File: src/rtl/bcd_rtc_pkg.sv
// Shared types and BCD helper functions for the calendar timekeeping core.
// Assumes packed BCD values below 100 and years meaning 2000..2099.
package bcd_rtc_pkg;

    localparam int FIELDS   = 7;
    localparam int REG_CTRL = 0;
    localparam int REG_SEC  = 3;
    localparam int REG_MIN  = 4;
    localparam int REG_HR   = 5;
    localparam int REG_DATE = 6;
    localparam int REG_WDAY = 7;
    localparam int REG_MON  = 8;
    localparam int REG_YR   = 9;

    localparam int CTRL_H12  = 3;
    localparam int CTRL_SRST = 4;
    localparam int CTRL_STOP = 5;

    typedef struct packed {
        logic [7:0] sec;   // bit 7 = integrity flag
        logic [7:0] min;
        logic [7:0] hr;    // always 24-hour BCD internally
        logic [7:0] date;
        logic [7:0] wday;
        logic [7:0] mon;
        logic [7:0] yr;
    } rtc_time_t;

    localparam rtc_time_t TIME_INIT = '{sec: 8'h80, min: 8'h00, hr: 8'h00,
                                        date: 8'h01, wday: 8'h00,
                                        mon: 8'h01, yr: 8'h00};

    function automatic logic [6:0] bcd2bin(input logic [7:0] b);
        return {3'b0, b[7:4]} * 7'd10 + {3'b0, b[3:0]};
    endfunction

    function automatic logic [7:0] bin2bcd(input logic [6:0] v);
        logic [6:0] t;
        logic [6:0] u;
        t = v / 7'd10;
        u = v - t * 7'd10;
        return {t[3:0], u[3:0]};
    endfunction

    // {wrap, next}: steps v by one in BCD, wrapping to 00 past lim.
    function automatic logic [8:0] bcd_step(input logic [7:0] v, input logic [7:0] lim);
        if (v >= lim)
            return 9'h100;
        else if (v[3:0] >= 4'd9)
            return {1'b0, v[7:4] + 4'd1, 4'd0};
        else
            return {1'b0, v[7:4], v[3:0] + 4'd1};
    endfunction

    // Year value divisible by four: 10*tens + units = 2*tens + units (mod 4).
    function automatic logic is_leap(input logic [7:0] yr);
        logic [1:0] r;
        r = {yr[4], 1'b0} + yr[1:0];
        return (r == 2'd0);
    endfunction

    function automatic logic [7:0] last_day(input logic [7:0] mon, input logic [7:0] yr);
        case (mon)
            8'h02:                      return is_leap(yr) ? 8'h29 : 8'h28;
            8'h04, 8'h06, 8'h09, 8'h11: return 8'h30;
            default:                    return 8'h31;
        endcase
    endfunction

    // 24-hour BCD (0..23) to 12-hour byte: bit 5 PM, bits 4:0 BCD 1..12.
    function automatic logic [7:0] hr_to_12(input logic [5:0] h24);
        logic [6:0] b;
        logic [6:0] h;
        logic [7:0] d;
        b = bcd2bin({2'b0, h24});
        if (b == 7'd0)       h = 7'd12;
        else if (b > 7'd12)  h = b - 7'd12;
        else                 h = b;
        d = bin2bcd(h);
        return {2'b0, (b >= 7'd12), d[4:0]};
    endfunction

    // 12-hour byte (bit 5 PM, bits 4:0 BCD) to 24-hour BCD.
    function automatic logic [5:0] hr_from_12(input logic [5:0] v);
        logic [6:0] b;
        logic [7:0] d;
        b = bcd2bin({3'b0, v[4:0]});
        if (b == 7'd12) b = 7'd0;
        if (v[5])       b = b + 7'd12;
        d = bin2bcd(b);
        return d[5:0];
    endfunction

endpackage

File: src/rtl/bcd_rtc_timebase.sv
// Time and calendar counter chain. Holds all seven BCD fields, loads a
// single field on request, and advances the whole chain by one second when
// told to. Assumes the caller never asserts advance and a load together.
module bcd_rtc_timebase
    import bcd_rtc_pkg::*;
(
    input  logic              clk,
    input  logic              rst_n,
    input  logic              clear,
    input  logic              advance,
    input  logic [FIELDS-1:0] ld_en,
    input  logic [7:0]        ld_data,
    output rtc_time_t         now
);

    rtc_time_t  nxt;
    logic [8:0] s_st, m_st, h_st, d_st, mo_st, y_st;
    logic       c_min, c_hr, c_day, c_mon, c_yr;

    // Next-second value of every field with the carry chain.
    always_comb begin
        s_st  = bcd_step({1'b0, now.sec[6:0]}, 8'h59);
        m_st  = bcd_step(now.min, 8'h59);
        h_st  = bcd_step(now.hr, 8'h23);
        d_st  = bcd_step(now.date, last_day(now.mon, now.yr));
        mo_st = bcd_step(now.mon, 8'h12);
        y_st  = bcd_step(now.yr, 8'h99);

        c_min = s_st[8];
        c_hr  = c_min & m_st[8];
        c_day = c_hr & h_st[8];
        c_mon = c_day & d_st[8];
        c_yr  = c_mon & mo_st[8];

        nxt      = now;
        nxt.sec  = {now.sec[7], s_st[6:0]};
        if (c_min) nxt.min  = m_st[7:0];
        if (c_hr)  nxt.hr   = h_st[7:0];
        if (c_day) nxt.date = d_st[8] ? 8'h01 : d_st[7:0];
        if (c_day) nxt.wday = (now.wday >= 8'h06) ? 8'h00 : now.wday + 8'h01;
        if (c_mon) nxt.mon  = mo_st[8] ? 8'h01 : mo_st[7:0];
        if (c_yr)  nxt.yr   = y_st[7:0];
    end

    // Field storage: reset, field load or one-second advance.
    always_ff @(posedge clk) begin
        if (!rst_n || clear) begin
            now <= TIME_INIT;
        end else if (|ld_en) begin
            if (ld_en[0]) now.sec  <= ld_data;
            if (ld_en[1]) now.min  <= ld_data;
            if (ld_en[2]) now.hr   <= ld_data;
            if (ld_en[3]) now.date <= ld_data;
            if (ld_en[4]) now.wday <= ld_data;
            if (ld_en[5]) now.mon  <= ld_data;
            if (ld_en[6]) now.yr   <= ld_data;
        end else if (advance) begin
            now <= nxt;
        end
    end

endmodule

File: src/rtl/bcd_rtc_regs.sv
// Register port: control byte, write decode with field masking and
// 12-hour translation, and registered read-back. Assumes at most one
// register access per cycle.
module bcd_rtc_regs
    import bcd_rtc_pkg::*;
#(
    parameter int ADDR_W = 8
) (
    input  logic              clk,
    input  logic              rst_n,
    input  logic [ADDR_W-1:0] addr,
    input  logic              wr_en,
    input  logic              rd_en,
    input  logic [7:0]        wdata,
    input  rtc_time_t         now,
    output logic [7:0]        rdata,
    output logic [FIELDS-1:0] ld_en,
    output logic [7:0]        ld_data,
    output logic              clear,
    output logic              run
);

    logic       stop_q;
    logic       h12_q;
    logic       ctrl_wr;
    logic [7:0] rd_mux;

    assign ctrl_wr = wr_en && (addr == ADDR_W'(REG_CTRL));
    assign clear   = ctrl_wr && wdata[CTRL_SRST];
    assign run     = !stop_q;

    // Write decode: one-hot field select and masked field value.
    always_comb begin
        for (int i = 0; i < FIELDS; i++)
            ld_en[i] = wr_en && (addr == ADDR_W'(REG_SEC + i));
        case (addr)
            ADDR_W'(REG_MIN):  ld_data = {1'b0, wdata[6:0]};
            ADDR_W'(REG_HR):   ld_data = {2'b0, h12_q ? hr_from_12(wdata[5:0]) : wdata[5:0]};
            ADDR_W'(REG_DATE): ld_data = {2'b0, wdata[5:0]};
            ADDR_W'(REG_WDAY): ld_data = {5'b0, wdata[2:0]};
            ADDR_W'(REG_MON):  ld_data = {3'b0, wdata[4:0]};
            default:           ld_data = wdata;
        endcase
    end

    // Control byte storage.
    always_ff @(posedge clk) begin
        if (!rst_n) begin
            stop_q <= 1'b0;
            h12_q  <= 1'b0;
        end else if (ctrl_wr) begin
            stop_q <= wdata[CTRL_STOP];
            h12_q  <= wdata[CTRL_H12];
        end
    end

    // Read-back selection.
    always_comb begin
        case (addr)
            ADDR_W'(REG_CTRL): rd_mux = {2'b0, stop_q, 1'b0, h12_q, 3'b0};
            ADDR_W'(REG_SEC):  rd_mux = now.sec;
            ADDR_W'(REG_MIN):  rd_mux = now.min;
            ADDR_W'(REG_HR):   rd_mux = h12_q ? hr_to_12(now.hr[5:0]) : now.hr;
            ADDR_W'(REG_DATE): rd_mux = now.date;
            ADDR_W'(REG_WDAY): rd_mux = now.wday;
            ADDR_W'(REG_MON):  rd_mux = now.mon;
            ADDR_W'(REG_YR):   rd_mux = now.yr;
            default:           rd_mux = 8'h00;
        endcase
    end

    // Registered read data, updated on a read strobe.
    always_ff @(posedge clk) begin
        if (!rst_n)
            rdata <= 8'h00;
        else if (rd_en)
            rdata <= rd_mux;
    end

endmodule

File: src/rtl/bcd_rtc_core.sv
// Top of the BCD calendar timekeeping core. Joins the register port to the
// counter chain and gates the one-second enable with run and field writes.
// Assumes tick_1hz is a single-cycle pulse synchronous to clk.
module bcd_rtc_core
    import bcd_rtc_pkg::*;
#(
    parameter int ADDR_W = 8
) (
    input  logic              clk,
    input  logic              rst_n,
    input  logic              tick_1hz,
    input  logic [ADDR_W-1:0] addr,
    input  logic              wr_en,
    input  logic              rd_en,
    input  logic [7:0]        wdata,
    output logic [7:0]        rdata
);

    rtc_time_t         now;
    logic [FIELDS-1:0] ld_en;
    logic [7:0]        ld_data;
    logic              clear;
    logic              run;
    logic              advance;

    // A field write in the same cycle drops the tick.
    assign advance = tick_1hz && run && !(|ld_en);

    bcd_rtc_regs #(.ADDR_W(ADDR_W)) u_regs (
        .clk     (clk),
        .rst_n   (rst_n),
        .addr    (addr),
        .wr_en   (wr_en),
        .rd_en   (rd_en),
        .wdata   (wdata),
        .now     (now),
        .rdata   (rdata),
        .ld_en   (ld_en),
        .ld_data (ld_data),
        .clear   (clear),
        .run     (run)
    );

    bcd_rtc_timebase u_time (
        .clk     (clk),
        .rst_n   (rst_n),
        .clear   (clear),
        .advance (advance),
        .ld_en   (ld_en),
        .ld_data (ld_data),
        .now     (now)
    );

endmodule

File: config.mk
export PLATFORM = sky130hd
export DESIGN_NAME = bcd_rtc_core
export DESIGN_NICKNAME = d
export VERILOG_FILES = /design/src/rtl/bcd_rtc_pkg.sv /design/src/rtl/bcd_rtc_timebase.sv /design/src/rtl/bcd_rtc_regs.sv /design/src/rtl/bcd_rtc_core.sv
export SDC_FILE = /design/constraint.sdc
export NUM_CORES = 1
export LEC_CHECK = 0
export CORE_MARGIN = 3
export CORE_UTILIZATION = 55
export DETAILED_ROUTE_END_ITERATION = 7
export PLACE_DENSITY = 0.77
export SYNTH_ARGS = -nofsm -noshare
export SYNTH_HDL_FRONTEND = slang
export SYNTH_SLANG_ARGS = --single-unit
File: constraint.sdc
create_clock -name clk -period 7.1 [get_ports clk]
set_input_delay 1.42 -clock clk [delete_from_list [all_inputs] [get_ports clk]]
set_output_delay 1.42 -clock clk [all_outputs]
set_load 0.01 [all_outputs]
# Yosys cells after proc, flatten, opt, wreduce, memory -nomap -nowiden
# Index checks and enable logic that the tools add are counted.
[word_totals]
reg_bits = 66
input_bits = 21
out_inout_bits = 8
elab_cells = 171
[op_classes]
n_addsub = 20
mul = 4
div_mod_pow = 2
magnitude_cmp = 15
eq_ne = 20
muxes = 43
bitwise_logic = 4
n_reduce_logical = 46
[op_table]
columns = ["cell", "count"]
rows = [
  ["two-way mux 8 bit", 24],
  ["one-hot mux 8 bit (8 select lines)", 1],
  ["two-way mux 56 bit", 1],
  ["two-way mux 55 bit", 1],
  ["two-way mux 7 bit", 7],
  ["== test 8 x 3 -> 1 bit (second input constant)", 6],
  ["two-way mux 9 bit", 5],
  ["adder 4 x 1 -> 4 bit (second input constant)", 11],
  ["one-hot mux 8 bit (5 select lines)", 1],
  ["== test 8 x 4 -> 1 bit (second input constant)", 3],
  ["greater-or-equal comparator 4 bit (second input constant)", 6],
  ["AND reduction 3 bit", 7],
  ["AND reduction 4 bit", 5],
  ["== test 8 x 2 -> 1 bit (second input constant)", 2],
  ["one-hot mux 8 bit (2 select lines)", 1],
  ["divider 7 x 4 -> 7 bit (second input constant)", 2],
  ["multiplier 7 x 3 -> 3 bit (second input constant)", 2],
  ["!= test 2 bit (second input constant)", 7],
  ["nonzero test 2 bit", 6],
  ["nonzero test 3 bit", 4],
  ["logical AND 1 bit", 11],
  ["adder 8 x 1 -> 8 bit (second input constant)", 1],
  ["== test 8 x 5 -> 1 bit (second input constant)", 1],
  ["greater-or-equal comparator 8 x 3 -> 1 bit (second input constant)", 1],
  ["other kinds (30)", 38],
]

# Longest topological paths before layout
# Gate-level depths: netlist of the first run.
[depth]
depth_word = 15
mapped_depth = 26
depth_no_buf = 26

# Hierarchy
# Synthesis of the first run repeated with hierarchy kept, for this count alone.
[unflattened]
hier_cells = 725
hier_area_um2 = 5809.3
[modules_own_cells]
columns = ["mod", "n_inst", "cells_each", "area_per_inst_um2", "seq_area_each_um2"]
rows = [
  ["bcd_rtc_timebase", 1, 462, 3818.7, 1121.1],
  ["bcd_rtc_regs", 1, 260, 1963.1, 200.2],
  ["bcd_rtc_core", 1, 3, 27.5, 0.0],
]

# Worst setup path before layout of the first run
# Ideal clock, no wire load.
[synth_timing]
path_type = "input to register"
from = "in wdata[1]"
to = "reg, netlist name u_time.now[43]"
setup_ns = 0.136
t_arrival_ns = 6.600
t_required_ns = 6.964
slack_ns = 0.364
stages = 26
n_path_buf = 0
path_cell_list = "ha_1 -> ha_1 -> a21oi_1 -> mux2i_1 -> o41ai_1 -> ha_1 -> nand2b_1 -> xnor2_1 -> ha_1 -> a21oi_1 -> o211ai_1 -> and3_1 -> and2_1 -> a22oi_1 -> ha_1 -> nand2_1 -> o221ai_1 -> a222oi_1 -> or2_2 -> ha_1 -> inv_1 -> fa_1 -> and3_1 -> o211a_1 -> nor3_4 -> o32ai_2"
[synth_via]
elab_chain_len = 14
[synth_rtl]
columns = ["element", "line_no", "rtl"]
rows = [
  ["start, declared", "bcd_rtc_core.sv:15", "input logic [7:0] wdata,"],
  ["adder 5 x 4 -> 6 bit *", "bcd_rtc_pkg.sv:34", "return {3'b0, b[7:4]} * 7'd10 + {3'b0, b[3:0]};"],
  ["== test 7 x 4 -> 1 bit", "bcd_rtc_pkg.sv:88", "if (b == 7'd12) b = 7'd0;"],
  ["two-way mux 7 bit *", "bcd_rtc_pkg.sv:88", ""],
  ["two-way mux 7 bit *", "bcd_rtc_regs.sv:36", "case (addr)"],
  ["adder 7 x 4 -> 7 bit", "bcd_rtc_pkg.sv:89", "if (v[5]) b = b + 7'd12;"],
  ["two-way mux 7 bit *", "bcd_rtc_pkg.sv:89", ""],
  ["two-way mux 7 bit *", "bcd_rtc_regs.sv:36", ""],
  ["divider 7 x 4 -> 7 bit", "bcd_rtc_pkg.sv:40", "t = v / 7'd10;"],
  ["multiplier 7 x 3 -> 3 bit", "bcd_rtc_pkg.sv:41", "u = v - t * 7'd10;"],
  ["subtractor 4 bit *", "bcd_rtc_pkg.sv:41", ""],
  ["two-way mux 6 bit *", "bcd_rtc_regs.sv:38", "ADDR_W'(REG_HR): ld_data = {2'b0, h12_q ? hr_from_12(wdata[5:0]) : wdata[5:0]};"],
  ["one-hot mux 8 bit (5 select lines) *", "bcd_rtc_regs.sv:36", ""],
  ["two-way mux 8 bit *", "bcd_rtc_timebase.sv:51", "if (ld_en[1]) now.min <= ld_data;"],
  ["two-way mux 56 bit *", "bcd_rtc_timebase.sv:49", "end else if (|ld_en) begin"],
]
# Mark *: on every way between the ends. The rest lies on a longest branch, timed or not. The select of a mux whose other input is x is not followed.
# A chain may end at the register's enable or synchronous reset.

# Final worst setup path of the first run
[layout_timing]
from = "in wdata[1]"
to = "reg, netlist name u_time.now[43]"
[layout_via]
elab_chain_len = 14
[layout_rtl]
columns = ["element", "line_no"]
rows = [
  ["adder 5 x 4 -> 6 bit *", "bcd_rtc_pkg.sv:34"],
  ["== test 7 x 4 -> 1 bit", "bcd_rtc_pkg.sv:88"],
  ["two-way mux 7 bit *", "bcd_rtc_pkg.sv:88"],
  ["two-way mux 7 bit *", "bcd_rtc_regs.sv:36"],
  ["adder 7 x 4 -> 7 bit", "bcd_rtc_pkg.sv:89"],
  ["two-way mux 7 bit *", "bcd_rtc_pkg.sv:89"],
  ["two-way mux 7 bit *", "bcd_rtc_regs.sv:36"],
  ["divider 7 x 4 -> 7 bit", "bcd_rtc_pkg.sv:40"],
  ["multiplier 7 x 3 -> 3 bit", "bcd_rtc_pkg.sv:41"],
  ["subtractor 4 bit *", "bcd_rtc_pkg.sv:41"],
  ["two-way mux 6 bit *", "bcd_rtc_regs.sv:38"],
  ["one-hot mux 8 bit (5 select lines) *", "bcd_rtc_regs.sv:36"],
  ["two-way mux 8 bit *", "bcd_rtc_timebase.sv:51"],
  ["two-way mux 56 bit *", "bcd_rtc_timebase.sv:49"],
]
# Marks and branches as above.

==> key figures, run 1 <==
Yosys
  – Mapped Nets: 791
  – Syn_area_per_cell: 7.69 µm²
  – Post-synth EDFFs: 0
  – Cell area after synthesis: 5510 µm²
  – Register area share after synthesis: 24.0%
  – Synth cell types: 82
  – Syn Inst Count: 716
  – Seq cells post-synth: 66
  – Yosys warnings: 0
  – Post-synth top flop: dfxtp_1
  – Async SR Flop Fraction: 0%

Die
  – Die ar.: 11200 µm²
  – Die height: 106 µm
  – Row Count: 35
  – Starting Density: 57.9%
  – Core Area: 9500 µm²
  – Ports: 29
  – Die W: 106 µm

Job
  – Max_cap viols: 0

Detailed routing
  – Vias/cell: 6.50
  – Residual DRC count: 0
  – 1st-pass router iterations: 5
  – Via count: 5852
  – WL per Instance: 18.6 µm
  – Final antenna-violating net count: 0
  – DR iter-0 viols: 602
  – Final WL: 16800 µm

Worst setup path
  – Cell family with most CP delay: adder cells
  – Worst Path Max Fanout: 6
  – Worst path max stage delay: 0.47 ns
  – Crit end category: register
  – Most frequent CP cell: ha_1
  – CP startpoint kind: input pin
  – Worst path required time: 7.32 ns
  – Critical path's slowest cell: clkdlybuf4s50_1
  – CP bufs+invs: 3
  – Critical path class: input pin to register
  – WP data arrival: 7.01 ns

Hold path
  – Hold Crit Class: register to register

STA
  – Setup_tns: 0 ns
  – Final hold vios: 0
  – Slew @ Worst Pin: 1.02 ns
  – Clock Skews: 0.0134 ns
  – Tcrit/Tclk final: 95.7%
  – Final min period: 6.80 ns
  – Final Max Slew Viols: 0
  – Hold Slack: 0.473 ns
  – Setup Viol. Count Final: 0
  – Slew headroom: 31.5%
  – Max frequency: 147 MHz

Global route
  – GR Util All Layers: 29.7%
  – Initial antenna violation count: 0
  – Global-route wire length before repair: 27300 µm
  – Overflow after GRT: 0
  – Pin count of the biggest net entering global routing: 31
  – Vias in the first global route: 5510

CTS
  – Reg clk slew, reported paths: 0.08 ns
  – Total CTS buffers: 9
  – Worst skew pair latency: 0.35 ns
  – CTS root buffer: clkbuf_8
  – Hold Buf Count CTS: 0
  – Buffer depth of the longest clock path: 2
  – Clock Sinks: 66
  – TritonCTS clock tree: built
  – H-tree Lvls: 3

Placed design
  – Gpl congestion: 0.924
  – Placed cell area: 6120 µm²
  – DP Wirelength: 12300 µm
  – Placed insts: 883
  – Port Buffers: 28

Power
  – Worst IR drop on VDD: 0.126 mV
  – P per Cell Area: 152 nW/µm²
  – Leakage: 0.00259 µW

Final layout
  – Most frequent cells in the layout: nand2_1, dfxtp_1, o21ai_0, a21oi_1, nor2_1
  – Synthesis-to-layout area growth: 16.1%
  – Share of post-route cells with drive strength above 1: 11.4%
  – Commonest non-fill, non-tap cell in the layout: nand2_1
  – Fin area: 6390 µm²
  – Non-filler cells, final: 900
  – Nets: 841
  – Inserted Diodes: 0

Run status
  – Status: finished, final reports clean
==> timing repair <==
| item | CTS | global route |
|---|---|---|
| gates resized for setup | 0 | 6 |
| setup endpoints to repair | 0 | 13 |
| buffers inserted | 0 | 1 |
==> worst paths after layout <==
| check | from | end | slack [ns] | depth (start not counted) |
|---|---|---|---|---|
| worst max-delay path | wdata[1] | u_time.now[43]$_SDFFE_PP0P_ | 0.30 | 28 |
| worst min-delay path | u_time.now[15]$_SDFFE_PP0P_ | u_time.now[15]$_SDFFE_PP0P_ | 0.47 | 2 |
| worst max register to register | u_time.now[33]$_SDFFE_PP0P_ | u_regs.rdata[2]$_SDFFE_PN0P_ | 1.15 | 25 |
| worst min register to register | u_time.now[15]$_SDFFE_PP0P_ | u_time.now[15]$_SDFFE_PP0P_ | 0.47 | 2 |
==> synthesized netlist by cell type (3+ instances only) <==
| master | number | area, µm² |
|---|---|---|
| and3_1 | 16 | 100 |
| nor3_1 | 9 | 45.0 |
| o211ai_1 | 11 | 82.6 |
| clkbuf_1 | 18 | 67.6 |
| o31ai_1 | 6 | 45.0 |
| and2_1 | 8 | 50.1 |
| xnor2_1 | 4 | 35.0 |
| fa_1 | 3 | 60.1 |
| xor2_1 | 3 | 26.3 |
| a221oi_1 | 5 | 43.8 |
| a21o_1 | 7 | 52.6 |
| mux4_2 | 3 | 67.6 |
| inv_1 | 44 | 165 |
| nand4_1 | 5 | 31.3 |
| nor4b_1 | 3 | 26.3 |
| o31a_1 | 3 | 26.3 |
| dfxtp_1 | 66 | 1320 |
| nand4b_1 | 3 | 26.3 |
| nand2_1 | 67 | 251 |
| buf_4 | 3 | 22.5 |
| ha_1 | 51 | 638 |
| o21ai_0 | 64 | 320 |
| buf_2 | 5 | 25.0 |
| nor2b_1 | 9 | 56.3 |
| mux2i_1 | 7 | 70.1 |
| nor3b_1 | 10 | 75.1 |
| o21a_1 | 5 | 37.5 |
| or2_2 | 6 | 37.5 |
| a21oi_1 | 65 | 325 |
| o211a_1 | 4 | 40.0 |
| o21bai_1 | 5 | 37.5 |
| a31oi_1 | 13 | 81.3 |
| o221ai_1 | 4 | 35.0 |
| mux2_2 | 3 | 33.8 |
| a311oi_1 | 3 | 26.3 |
| nor2_1 | 62 | 233 |
| a21boi_0 | 3 | 22.5 |
| a211oi_1 | 11 | 82.6 |
| o22ai_1 | 10 | 62.6 |
| nor4_1 | 5 | 31.3 |
| a22oi_1 | 9 | 67.6 |
| a222oi_1 | 5 | 50.1 |
| or3_1 | 3 | 18.8 |
| nand2b_1 | 4 | 25.0 |
| nand3_1 | 20 | 100 |
==> worst register-to-register path, delay by kind of cell (launching register included) <==
kind / cells / cell delay, ns
adder cells (fa/ha/maj): 7 / 2.14
AO/OA/AOI/OAI: 8 / 1.44
AND/OR/NAND/NOR: 6 / 0.85
multiplexers: 2 / 0.63
XOR/XNOR: 1 / 0.37
flip-flops: 1 / 0.36
buffers and inverters: 1 / 0.05
==> cells by family after synthesis <==
logic type	after synthesis	synth area share, %
buffers and inverters	72	5.23
muxes	13	3.11
xor gates and xnor gates	8	1.41
adders and majority gates	55	12.9
AOI/OAI and AO/OA	259	31.0
and+or+nand+nor	243	22.4
DFF	66	24.0
==> report_power, final <==
group	internal, µW	total [µW]	switching [µW]
Combinational	96.6	207	111
Clock	235	393	159
Sequential	371	374	3.03
Total	703	975	272
==> flip-flops by register name, indices dropped and copies added (netlist names) <==
name	flops
u_regs.h12_q	1
u_regs.rdata	8
u_time.now	56
u_regs.stop_q	1
==> area by class of cell <==
class / count / area, µm²
inverters: 44 / 165
flip-flops and latches: 66 / 1320
well taps: 129 / 161
fillers: 843 / 3110
multi-input cells: 578 / 3930
repair buffers: 67 / 573
clock inverters: 6 / 114
clock buffers: 10 / 128
==> stage by stage <==
step | power [µW] | util [%] | setup WS, ns
finish | 975 | 67.3 | 0.303
global route | 1010 | 67.3 | -0.00972
CTS | 966 | 67.0 | 0.161
detailed placement | 580 | 64.4 | -0.171
global placement | 576 | 64.4 | 0.0658
floorplan | 496 | - | 0.364
==> routing by layer <==
layer  vias to the layer above  GRT usage [%]  wire length [µm]
met5                         -              0                 0
met4                         0           10.7               546
met3                        50           5.34              1470
met2                       313           49.0              7760
met1                      2725           39.1              7000
li1                       2764              -                 -
Power figures use the tool's default switching activity.
==> run 2: changes to the inputs <==
--- a/config.mk
+++ b/config.mk
@@ -5,10 +5,10 @@
 export SDC_FILE = /design/constraint.sdc
 export NUM_CORES = 1
 export LEC_CHECK = 0
+export CAP_MARGIN = 25
 export CORE_MARGIN = 3
-export CORE_UTILIZATION = 55
+export CORE_UTILIZATION = 35
 export DETAILED_ROUTE_END_ITERATION = 7
-export PLACE_DENSITY = 0.77
 export SYNTH_ARGS = -nofsm -noshare
 export SYNTH_HDL_FRONTEND = slang
 export SYNTH_SLANG_ARGS = --single-unit
==> run 2 against run 1 <==
Net effect: final cell count is 9.7% higher; global-route usage fell by 10 points; flip-flop and latch count unchanged; non-clock buffer count grew 5; total power rose by 11%; combinational power grew 2%; sequential power hardly changed; via count fell by 3.1%; clock power up 26%; critical path depth is 1 lower; first-iteration DRC count shrank 16%; die area rose by 54%; critical endpoint is now u_time.now[3]$_SDFFE_PP0P_.
==> key figures, run 2 (synthesized netlist as in run 1, its figures left out) <==
Worst setup path
  – Cell family with most CP delay: compound AO/OA/AOI/OAI gates
  – Worst path max stage delay: 0.48 ns
  – Critical path's slowest cell: clkdlybuf4s50_1
  – Critical path class: input pin to register
  – Most frequent CP cell: buf_4
  – Worst Path Max Fanout: 4
  – CP startpoint kind: input pin
  – CP bufs+invs: 6
  – R2r setup slk: 1.40 ns
  – WP data arrival: 6.98 ns
  – Crit end category: register
  – Worst path required time: 7.36 ns

Die
  – Ports: 29
  – Die height: 131 µm
  – Core Area: 15300 µm²
  – Row Count: 45
  – Die ar.: 17300 µm²
  – Die W: 131 µm
  – Starting Density: 35.9%

Final layout
  – # fillers: 1562
  – Most frequent cells in the layout: nand2_1, dfxtp_1, o21ai_0, a21oi_1, nor2_1
  – Share of post-route cells with drive strength above 1: 12.9%
  – Biggest register: u_time.now
  – Synthesis-to-layout area growth: 21.3%
  – Inserted Diodes: 0
  – Commonest non-fill, non-tap cell in the layout: nand2_1
  – Nets: 846
  – Core Util, Final: 43.6%
  – Largest register FFs: 56
  – Largest registers: u_time.now: 56 flops, u_regs.rdata: 8 flops

STA
  – Setup_tns: 0 ns
  – Tcrit/Tclk final: 94.7%
  – Clock Skews: 0.00566 ns
  – Final Max Slew Viols: 0
  – Final min period: 6.72 ns
  – Setup Viol. Count Final: 0
  – Worst setup margin: 0.378 ns
  – Slew headroom: 33.4%
  – Hold Slack: 0.490 ns
  – Max frequency: 149 MHz
  – Final hold vios: 0
  – RSZ-0062 raised after global routing: false
  – Slew @ Worst Pin: 0.990 ns

CTS
  – Clock Sinks: 66
  – Reg clk slew, reported paths: 0.06 ns
  – H-tree Lvls: 3
  – Worst skew pair latency: 0.34 ns
  – TritonCTS clock tree: built
  – Total CTS buffers: 9
  – CTS root buffer: clkbuf_16
  – Buffer depth of the longest clock path: 2

Run status
  – Status: finished, final reports clean

Global route
  – GR Util All Layers: 19.7%
  – Pin count of the biggest net entering global routing: 31
  – Initial antenna violation count: 0
  – Overflow after GRT: 0
  – Global-route wire length before repair: 27700 µm
  – Vias in the first global route: 5102

Placed design
  – Port Buffers: 28
  – DP Wirelength: 13000 µm
  – Gpl congestion: 0.857
  – Pre-CTS setup slack: -0.298 ns

Power
  – P per Cell Area: 162 nW/µm²
  – Power after layout: 1080 µW
  – Leakage: 0.00268 µW
  – Worst IR drop on VDD: 0.125 mV

Detailed routing
  – 1st-pass router iterations: 6
  – Via count: 5668
  – Vias/cell: 5.74
  – WL per Instance: 17.6 µm
  – Final WL: 17400 µm
  – DR iter-0 viols: 508
  – Residual DRC count: 0
  – Final antenna-violating net count: 0

Hold path
  – Hold Crit Class: register to register

Job
  – Max_cap viols: 0
run 2: area by class of cell:
cell class	instances	area [µm²]	area share, %
clock buffer	10	239	3.58
clock inverter	6	90.1	1.35
inverter	44	165	2.47
multi-input combinational	578	3980	59.7
sequential	66	1320	19.8
tap	211	264	3.95
timing repair buffer	72	614	9.20
run 2: routing by layer:
| metal | vias to the layer above | GRT usage, % | part of all wire, % |
|---|---|---|---|
| met5 | - | 0 | 0 |
| met4 | 0 | 6.65 | 2.5 |
| met3 | 30 | 4.86 | 6.9 |
| met2 | 209 | 28.7 | 43 |
| met1 | 2645 | 28.5 | 47 |
| li1 | 2784 | - | - |
run 2: final timing paths:
check / start / cells past startpoint / end
min: u_time.now[15]$_SDFFE_PP0P_ / 2 / u_time.now[15]$_SDFFE_PP0P_
max: wdata[1] / 27 / u_time.now[3]$_SDFFE_PP0P_
max reg2reg: u_time.now[36]$_SDFFE_PP0P_ / 25 / u_regs.rdata[2]$_SDFFE_PN0P_
min reg2reg: u_time.now[15]$_SDFFE_PP0P_ / 2 / u_time.now[15]$_SDFFE_PP0P_
run 2: worst reg2reg max path: stages (launching register included):
cell and delay (ns):
dfxtp_1 0.37, ha_1 0.24, fa_1 0.42, xor2_1 0.36, ha_1 0.29, nor2_1 0.05
o2111ai_1 0.16, o311ai_0 0.16, a311oi_1 0.46, maj3_1 0.26, mux2_2 0.17, inv_1 0.05
ha_1 0.26, nand2_1 0.09, a221o_1 0.33, ha_1 0.20, fa_1 0.47, nand2_1 0.06
o21ai_0 0.11, o21ai_0 0.13, a22oi_1 0.23, o21ai_0 0.12, a31oi_1 0.32, nor2_1 0.08
a21oi_1 0.15, nor2_1 0.05
run 2: power by group:
part | internal, µW | switching [µW]
Sequential | 372 | 3.03
Clock | 317 | 178
Combinational | 99.0 | 113
Total | 788 | 294
run 2: repair_timing:
item / in CTS / in global routing
setup buffers: 0 / 5
gates resized for setup: 0 / 14
endpoints found under the setup margin: 0 / 16
hold buffers: 0 / 0
run 2: metrics by stage:
step | cell area (µm²) | std cells
finish | 6680 | 987
global route | 6680 | 987
CTS | 6570 | 982
detailed placement | 6240 | 966
global placement | 6230 | 965
floorplan | 5510 | 716
==> run 3: changes to the inputs <==
--- a/config.mk
+++ b/config.mk
@@ -9,6 +9,7 @@
 export CORE_MARGIN = 3
 export CORE_UTILIZATION = 35
 export DETAILED_ROUTE_END_ITERATION = 7
+export SKIP_CTS_REPAIR_TIMING = 1
 export SYNTH_ARGS = -nofsm -noshare
 export SYNTH_HDL_FRONTEND = slang
 export SYNTH_SLANG_ARGS = --single-unit
==> results of run 3 <==
The final DEF is identical to that of run 2; final timing and power are the same.
